`src/rtl/dtc_pkg.sv`:
```
package dtc_pkg;

  typedef enum logic [2:0] {
    CMD_NOP  = 3'd0,
    CMD_ACT  = 3'd1,
    CMD_RD   = 3'd2,
    CMD_WR   = 3'd3,
    CMD_PRE  = 3'd4,
    CMD_PREA = 3'd5,
    CMD_REF  = 3'd6,
    CMD_MRS  = 3'd7
  } cmd_e;

  typedef enum logic [1:0] {
    BK_IDLE  = 2'd0,
    BK_OPEN  = 2'd1,
    BK_RECOV = 2'd2
  } bank_st_e;

  // why a bank is recovering: decides which flag a premature command raises
  typedef enum logic [1:0] {
    RSN_PRE = 2'd0,
    RSN_DAL = 2'd1,
    RSN_RFC = 2'd2
  } rsn_e;

  localparam int NVIOL    = 13;
  localparam int V_PROTO  = 0;
  localparam int V_RCD    = 1;
  localparam int V_RASMIN = 2;
  localparam int V_RP     = 3;
  localparam int V_RC     = 4;
  localparam int V_WR     = 5;
  localparam int V_DAL    = 6;
  localparam int V_RFC    = 7;
  localparam int V_RASMAX = 8;
  localparam int V_RRD    = 9;
  localparam int V_MRD    = 10;
  localparam int V_WTR    = 11;
  localparam int V_REFI   = 12;

  function automatic int maxi(input int a, input int b);
    return (a > b) ? a : b;
  endfunction

endpackage

```
`src/rtl/dtc_bank.sv`:
```
module dtc_bank
  import dtc_pkg::*;
#(
  parameter int TRCD     = 5,
  parameter int TRAS     = 10,
  parameter int TRAS_MAX = 100000,
  parameter int TRP      = 5,
  parameter int TRC      = 15,
  parameter int TWR      = 3,
  parameter int TDAL     = 8,
  parameter int TRFC     = 17,
  parameter int BURST    = 2
) (
  input  logic             clk,
  input  logic             rst_n,
  input  logic             act,
  input  logic             rd,
  input  logic             wr,
  input  logic             pre,
  input  logic             ref_all,
  input  logic             mrs,
  input  logic             ap,
  output logic [1:0]       state_o,
  output logic [NVIOL-1:0] hit_o
);

  localparam int LMAX = maxi(maxi(TRFC, BURST + TDAL), maxi(TRC, BURST + TWR + TRP));
  localparam int CW   = $clog2(LMAX + 1);
  localparam int RW   = $clog2(TRAS_MAX + 2);

  bank_st_e        st_q, st_d;
  rsn_e            rsn_q, rsn_d;
  logic [CW-1:0]   rcd_q, rcd_d, rc_q, rc_d, rp_q, rp_d, wr_q, wr_d;
  logic [RW-1:0]   ras_q, ras_d;
  logic            rec_go;
  logic [CW-1:0]   rec_len;
  rsn_e            rec_rsn;
  logic            is_open, is_recov, busy_hit;

  function automatic logic [CW-1:0] dn(input logic [CW-1:0] x);
    return (x == '0) ? x : x - 1'b1;
  endfunction

  assign is_open  = (st_q == BK_OPEN);
  assign is_recov = (st_q == BK_RECOV);

  // next-state: counters count down to zero; a command reloads them
  always_comb begin
    rcd_d   = dn(rcd_q);
    rc_d    = dn(rc_q);
    wr_d    = dn(wr_q);
    rp_d    = dn(rp_q);
    rsn_d   = rsn_q;
    ras_d   = (is_open && ras_q != RW'(TRAS_MAX + 1)) ? ras_q + 1'b1 : ras_q;
    st_d    = (is_recov && rp_d == '0) ? BK_IDLE : st_q;
    rec_go  = 1'b0;
    rec_len = '0;
    rec_rsn = RSN_PRE;
    if (act) begin
      st_d  = BK_OPEN;
      rcd_d = CW'(TRCD - 1);
      rc_d  = CW'(TRC - 1);
      ras_d = RW'(1);
      wr_d  = '0;
    end else if (wr && is_open) begin
      wr_d = CW'(BURST + TWR - 1);
      if (ap) begin
        rec_go  = 1'b1;
        rec_len = CW'(BURST + TDAL - 1);
        rec_rsn = RSN_DAL;
      end
    end else if (rd && is_open && ap) begin
      rec_go  = 1'b1;
      rec_len = CW'(BURST + TRP - 1);
      rec_rsn = RSN_PRE;
    end else if (pre && is_open) begin
      rec_go  = 1'b1;
      rec_len = CW'(TRP - 1);
      rec_rsn = RSN_PRE;
    end else if (ref_all) begin
      rec_go  = 1'b1;
      rec_len = CW'(TRFC - 1);
      rec_rsn = RSN_RFC;
    end
    if (rec_go) begin
      rp_d  = rec_len;
      rsn_d = rec_rsn;
      st_d  = (rec_len == '0) ? BK_IDLE : BK_RECOV;
    end
  end

  // rule evaluation against the state seen by the current command
  always_comb begin
    hit_o           = '0;
    busy_hit        = (act || ref_all || mrs) && is_recov;
    hit_o[V_PROTO]  = (act && is_open) || ((rd || wr) && !is_open) ||
                      ((ref_all || mrs) && is_open);
    hit_o[V_RCD]    = (rd || wr) && is_open && (rcd_q != '0);
    hit_o[V_RASMIN] = pre && is_open && (ras_q < RW'(TRAS));
    hit_o[V_RP]     = busy_hit && (rsn_q == RSN_PRE);
    hit_o[V_DAL]    = busy_hit && (rsn_q == RSN_DAL);
    hit_o[V_RFC]    = busy_hit && (rsn_q == RSN_RFC);
    hit_o[V_RC]     = act && (rc_q != '0);
    hit_o[V_WR]     = pre && is_open && (wr_q != '0);
    hit_o[V_RASMAX] = is_open && (ras_q > RW'(TRAS_MAX));
  end

  always_ff @(posedge clk or negedge rst_n) begin
    if (!rst_n) begin
      st_q  <= BK_IDLE;
      rsn_q <= RSN_PRE;
      rcd_q <= '0;
      rc_q  <= '0;
      rp_q  <= '0;
      wr_q  <= '0;
      ras_q <= '0;
    end else begin
      st_q  <= st_d;
      rsn_q <= rsn_d;
      rcd_q <= rcd_d;
      rc_q  <= rc_d;
      rp_q  <= rp_d;
      wr_q  <= wr_d;
      ras_q <= ras_d;
    end
  end

  assign state_o = st_q;

endmodule

```
`config.mk`:
```
export PLATFORM = sky130hd
export DESIGN_NAME = dtc_bank
export DESIGN_NICKNAME = d
export VERILOG_FILES = /design/src/rtl/dtc_pkg.sv /design/src/rtl/dtc_bank.sv
export SDC_FILE = /design/constraint.sdc
export NUM_CORES = 1
export LEC_CHECK = 0
export ABC_AREA = 1
export CORE_ASPECT_RATIO = 1.25
export CORE_MARGIN = 5
export CORE_UTILIZATION = 44
export DETAILED_ROUTE_END_ITERATION = 6
export GPL_ROUTABILITY_DRIVEN = 0
export MAX_ROUTING_LAYER = met4
export PLACE_DENSITY = 0.66
export SETUP_SLACK_MARGIN = 0.15
export SLEW_MARGIN = 20
export SYNTH_ARGS = -nofsm -noshare
export SYNTH_HDL_FRONTEND = slang
export SYNTH_SLANG_ARGS = --single-unit
```
`constraint.sdc`:
```
create_clock -name clk -period 1.6 [get_ports clk]
set_clock_uncertainty 0.15 [all_clocks]
set_input_delay 0.48 -clock clk [delete_from_list [all_inputs] [get_ports clk]]
set_output_delay 0.48 -clock clk [all_outputs]
set_load 0.1 [all_outputs]
```
; ---- Word-level counts from Yosys, hierarchy flattened
; Index checks and enable logic that the tools add are counted.
[word_totals]
regBits = 41
input_bits = 9
out_inout_bits = 15
wordCells = 93
[op_classes]
n_addsub = 5
magnitude_cmp = 2
n_eq_ne = 8
mux = 33
n_reduce_logical = 38
[ops]
columns = operator, count
row1 = 2-to-1 mux 5 bit, 14
row2 = 2-to-1 mux 17 bit, 2
row3 = logical NOT 5 bit, 6
row4 = "subtractor 5 x 1 -> 5 bit, second input constant", 4
row5 = logical AND 1 bit, 19
row6 = 2-to-1 mux 2 bit, 9
row7 = "adder 17 x 1 -> 17 bit, second input constant", 1
row8 = "greater-than comparator 17 bit, second input constant", 1
row9 = "< comparator 17 x 4 -> 1 bit, second input constant", 1
row10 = "inequality test 17 bit, second input constant", 1
row11 = nonzero test 5 bit, 3
row12 = 2-to-1 mux 1 bit, 7
row13 = logical OR 1 bit, 6
row14 = "== test 2 x 1 -> 1 bit, second input constant", 2
row15 = "== test 2 bit, second input constant", 2
row16 = 2-to-1 mux 4 bit, 1
row17 = "inequality test 2 bit, second input constant", 2
row18 = "inequality test 3 x 2 -> 1 bit, second input constant", 1
row19 = nonzero test 3 bit, 1
row20 = logical NOT 2 bit, 1
row21 = nonzero test 2 bit, 1
row22 = logical NOT 1 bit, 1

; ---- Depth between registers and ports, before layout
[depth]
depth_word = 9
mapped_depth = 11
mapped_depth_nobuf = 11

; ---- Worst setup path before layout
; OpenSTA, ideal clock, no wires.
[synth_timing]
path_kind = reg-to-output
startpoint = register st_q[0], in the netlist state_o[0]
endpoint = output port hit_o[2]
arrival_time_ps = 4261
required_time_ps = 970
path_slack_ps = -3291
stages_incl_launch_ff = 5
path_cell_list = dfrtp_1 -> nand3_1 -> inv_1 -> nand4_1 -> nor4_1
[synth_via]
elab_chain_cells = 3
[synth_lines]
columns = item, line
row1 = "start, declared", dtc_bank.sv:31  ; bank_st_e st_q, st_d;
row2 = "start signal, assigned", dtc_bank.sv:118  ; st_q <= st_d;
row3 = == test 2 x 1 -> 1 bit, dtc_bank.sv:44  ; assign is_open = (st_q == BK_OPEN);
row4 = logical AND 1 bit (2 in series), dtc_bank.sv:99  ; hit_o[V_RASMIN] = pre && is_open && (ras_q < RW'(TRAS));
row5 = "end, declared", dtc_bank.sv:24  ; output logic [NVIOL-1:0] hit_o
; No other way between the ends.

; ---- Worst setup path after layout
[layout_timing]
startpoint = register st_q[1], in the netlist state_o[1]
endpoint = output port hit_o[2]
; The elaborated chain is that of the path after synthesis.

==> results.py <==
metrics = {
    "outcome": {
        "outcome": "complete, but fails checks",
        "violations": "setup timing",
    },
    "power": {
        "p_total_w": 0.00502,
        "ir_drop_mv": 0.572,
        "powerDensity_nw_per_um2": 1040,
        "leakagePower_nw": 2.30,
    },
    "logic_synthesis": {
        "yosysWarnings": 0,
        "synth_top_cell_by_area": "dfrtp_1",
        "synth-seq-cells": 41,
        "synthCells": 377,
        "synthTopCellsByArea": "dfrtp_1, nand2_1, nor2_1, inv_1, nand3_1",
        "synth_area_um2": 2670,
        "ys_types": 33,
        "syn_area_per_cell_um2": 7.08,
        "synth-seq-area-share": 0.385,
        "yosys.area.top_type_share": 0.385,
    },
    "die": {
        "die_h_um": 97.1,
        "pin_count": 24,
        "dieArea_um2": 7730,
        "die_w_um": 79.6,
        "num_rows": 31,
        "fp.coreArea_um2": 5860,
        "start_util": 0.455,
    },
    "cells_and_area": {
        "fin_nets": 536,
        "layout_commonest_cell": "buf_4",
        "layout_common_cells": "buf_4, nand2_1, dfrtp_1",
        "drive_gt1_frac": 0.517,
        "n_fill_cell": 302,
        "multi_input_area_um2": 1950,
        "regArea_um2": 1030,
        "synthToLayoutAreaGrowth_pct": 81.0,
        "n_antenna_cell": 0,
        "finish.instance_area_um2": 4830,
    },
    "sta": {
        "post-route-period-util": 1.45,
        "hold_viol": 0,
        "worst_slack_ns": -0.717,
        "fin_crit_ns": 2.32,
        "tns_ns": -13.14,
        "setup_viol": 42,
        "rsz0062_at_grt": "true",
        "max_freq_mhz": 432,
        "slew_viol_final": 0,
    },
    "critical_path": {
        "critPathSlowestCell": "dfrtp_4",
        "cp_cell_sequence": "inv_4, nand3_4, inv_2, nand4_1, nor4_4, buf_12",
        "start_kind": "flop",
        "slowest_delay_ns": 0.50,
        "critical_path_arrival_ns": 1.69,
        "critPathMaxFanout": 2,
        "cp_data_required_time_ns": 0.97,
        "critPathKind": "flop to output pin",
        "end_kind": "output pin",
    },
    "grt": {
        "grt_pass1_wl_um": 14400,
        "grt_max_degree": 21,
        "grt_usage": 0.239,
        "antenna_found_initial": 0,
        "grt_pass1_vias": 3177,
        "grt_overflow_total": 0,
    },
    "placement": {
        "placed_area_um2": 3860,
        "dpl.hpwl_um": 5620,
        "port_buffers": 19,
    },
    "clock_network": {
        "clk_pin_slew_ns": 0.09,
        "clk_path_buf_depth": 2,
        "root_buffer": "clkbuf_8",
        "clk_latency_ns": 0.30,
        "cts_tree": "done",
        "cts_sinks": 41,
        "cts_made_buffers": 5,
        "h-tree-depth": 2,
    },
    "drt": {
        "totalWireLength_um": 10200,
        "drc_errors": 0,
        "ant_nets": 0,
        "drt_iter0_drc": 149,
        "viasPerCell": 5.23,
        "vias": 3149,
        "post_drt_wl_per_cell_um": 17.0,
        "first_pass_iters": 4,
    },
    "flow_run": {
        "drv_cap": 0,
    },
    "worst_hold_path": {
        "hold_class": "flop to flop",
    },
}
## timing repair
action | in CTS | in global routing
cloned | 3 | 0
setup buffers | 18 | 13
gates resized for setup | 71 | 85
endpoints found under the setup margin | 45 | 48
pin swaps | 23 | 31
hold buffers | 1 | 0
hold endpoints to repair | 10 | 0
## worst paths after layout
check	from	to	slack, ns	cells past startpoint
hold / removal	rc_q[0]$_DFFE_PN0P_	rc_q[0]$_DFFE_PN0P_	0.36	2
min in group asynchronous	rst_n	rcd_q[2]$_DFFE_PN0P_	0.44	2
hold reg to reg	rc_q[0]$_DFFE_PN0P_	rc_q[0]$_DFFE_PN0P_	0.36	2
setup reg to reg	state_o[1]$_DFFE_PN0P_	state_o[1]$_DFFE_PN0P_	-0.36	14
max in group asynchronous	rst_n	rc_q[1]$_DFFE_PN0P_	0.39	3
setup / recovery	state_o[1]$_DFFE_PN0P_	hit_o[2]	-0.72	6
## worst max-delay path: cells and delay by family (launching register included)
family	cells	cell delay, ns
buffers and inverters	3	0.38
DFF	1	0.50
and+or+nand+nor	3	0.50
## report_power, final
group	internal, W	switching [W]
Clock	0.000302	0.000398
Sequential	0.00123	0.000139
Combinational	0.00133	0.00163
Total	0.00286	0.00216
## synth_stat cells (all sizes together)
cell    number
a211oi       1
a21o         1
a21oi        9
a31oi        1
buf         11
conb         1
dfrtp       41
ha           8
inv         52
nand2      105
nand3       30
nand4       19
nor2        54
nor3         7
nor4         4
o211ai       1
o21ai       17
o22ai        1
o31ai        2
or2          2
xor2        10
## state kept, by name (all words and copies together), names as in the netlist
register and flops:
state_o 2, rc_q 5, rp_q 5, rsn_q 2, rcd_q 5, ras_q 17
wr_q 5
## logic make-up (layout without fill, tap and decap cells)
logic type,count (synthesis),in the layout,share of synthesized area
flip-flops,41,41,0.385
buffers and inverters,63,203,0.0994
AND/OR/NAND/NOR,221,221,0.367
other,1,4,0.00141
XOR/XNOR,10,10,0.0328
adder cells (fa/ha/maj),8,8,0.0375
AO/OA/AOI/OAI,33,33,0.0774
## metal layers
metal  track usage  vias to the layer above  wire length, µm
met5             -                        -                0
met2         0.412                      126             5420
met1         0.254                     1480             3720
li1              -                     1492                -
met3        0.0288                       51              492
met4         0.148                        0              617
## layout make-up
class,count,area share
inverter,52,0.0474
tap,82,0.0213
timing repair inverter,1,0.00233
multi-input combinational,276,0.404
timing repair buffer,142,0.293
clock inverter,3,0.00363
sequential,41,0.214
clock buffer,5,0.0143
## metrics by stage
stage                     std cells  hold slack, ns   util  setup WS (ns)
after detailed placement        559           0.233  0.659         -0.809
after floorplan                 380          0.0344      -          -1.10
after CTS                       589           0.321  0.753         -0.709
after global routing            602           0.392  0.824         -0.778
final                           602           0.356  0.824         -0.717
after global placement          559           0.236  0.659         -0.808
Note: power is estimated with default switching activity, not from simulation.
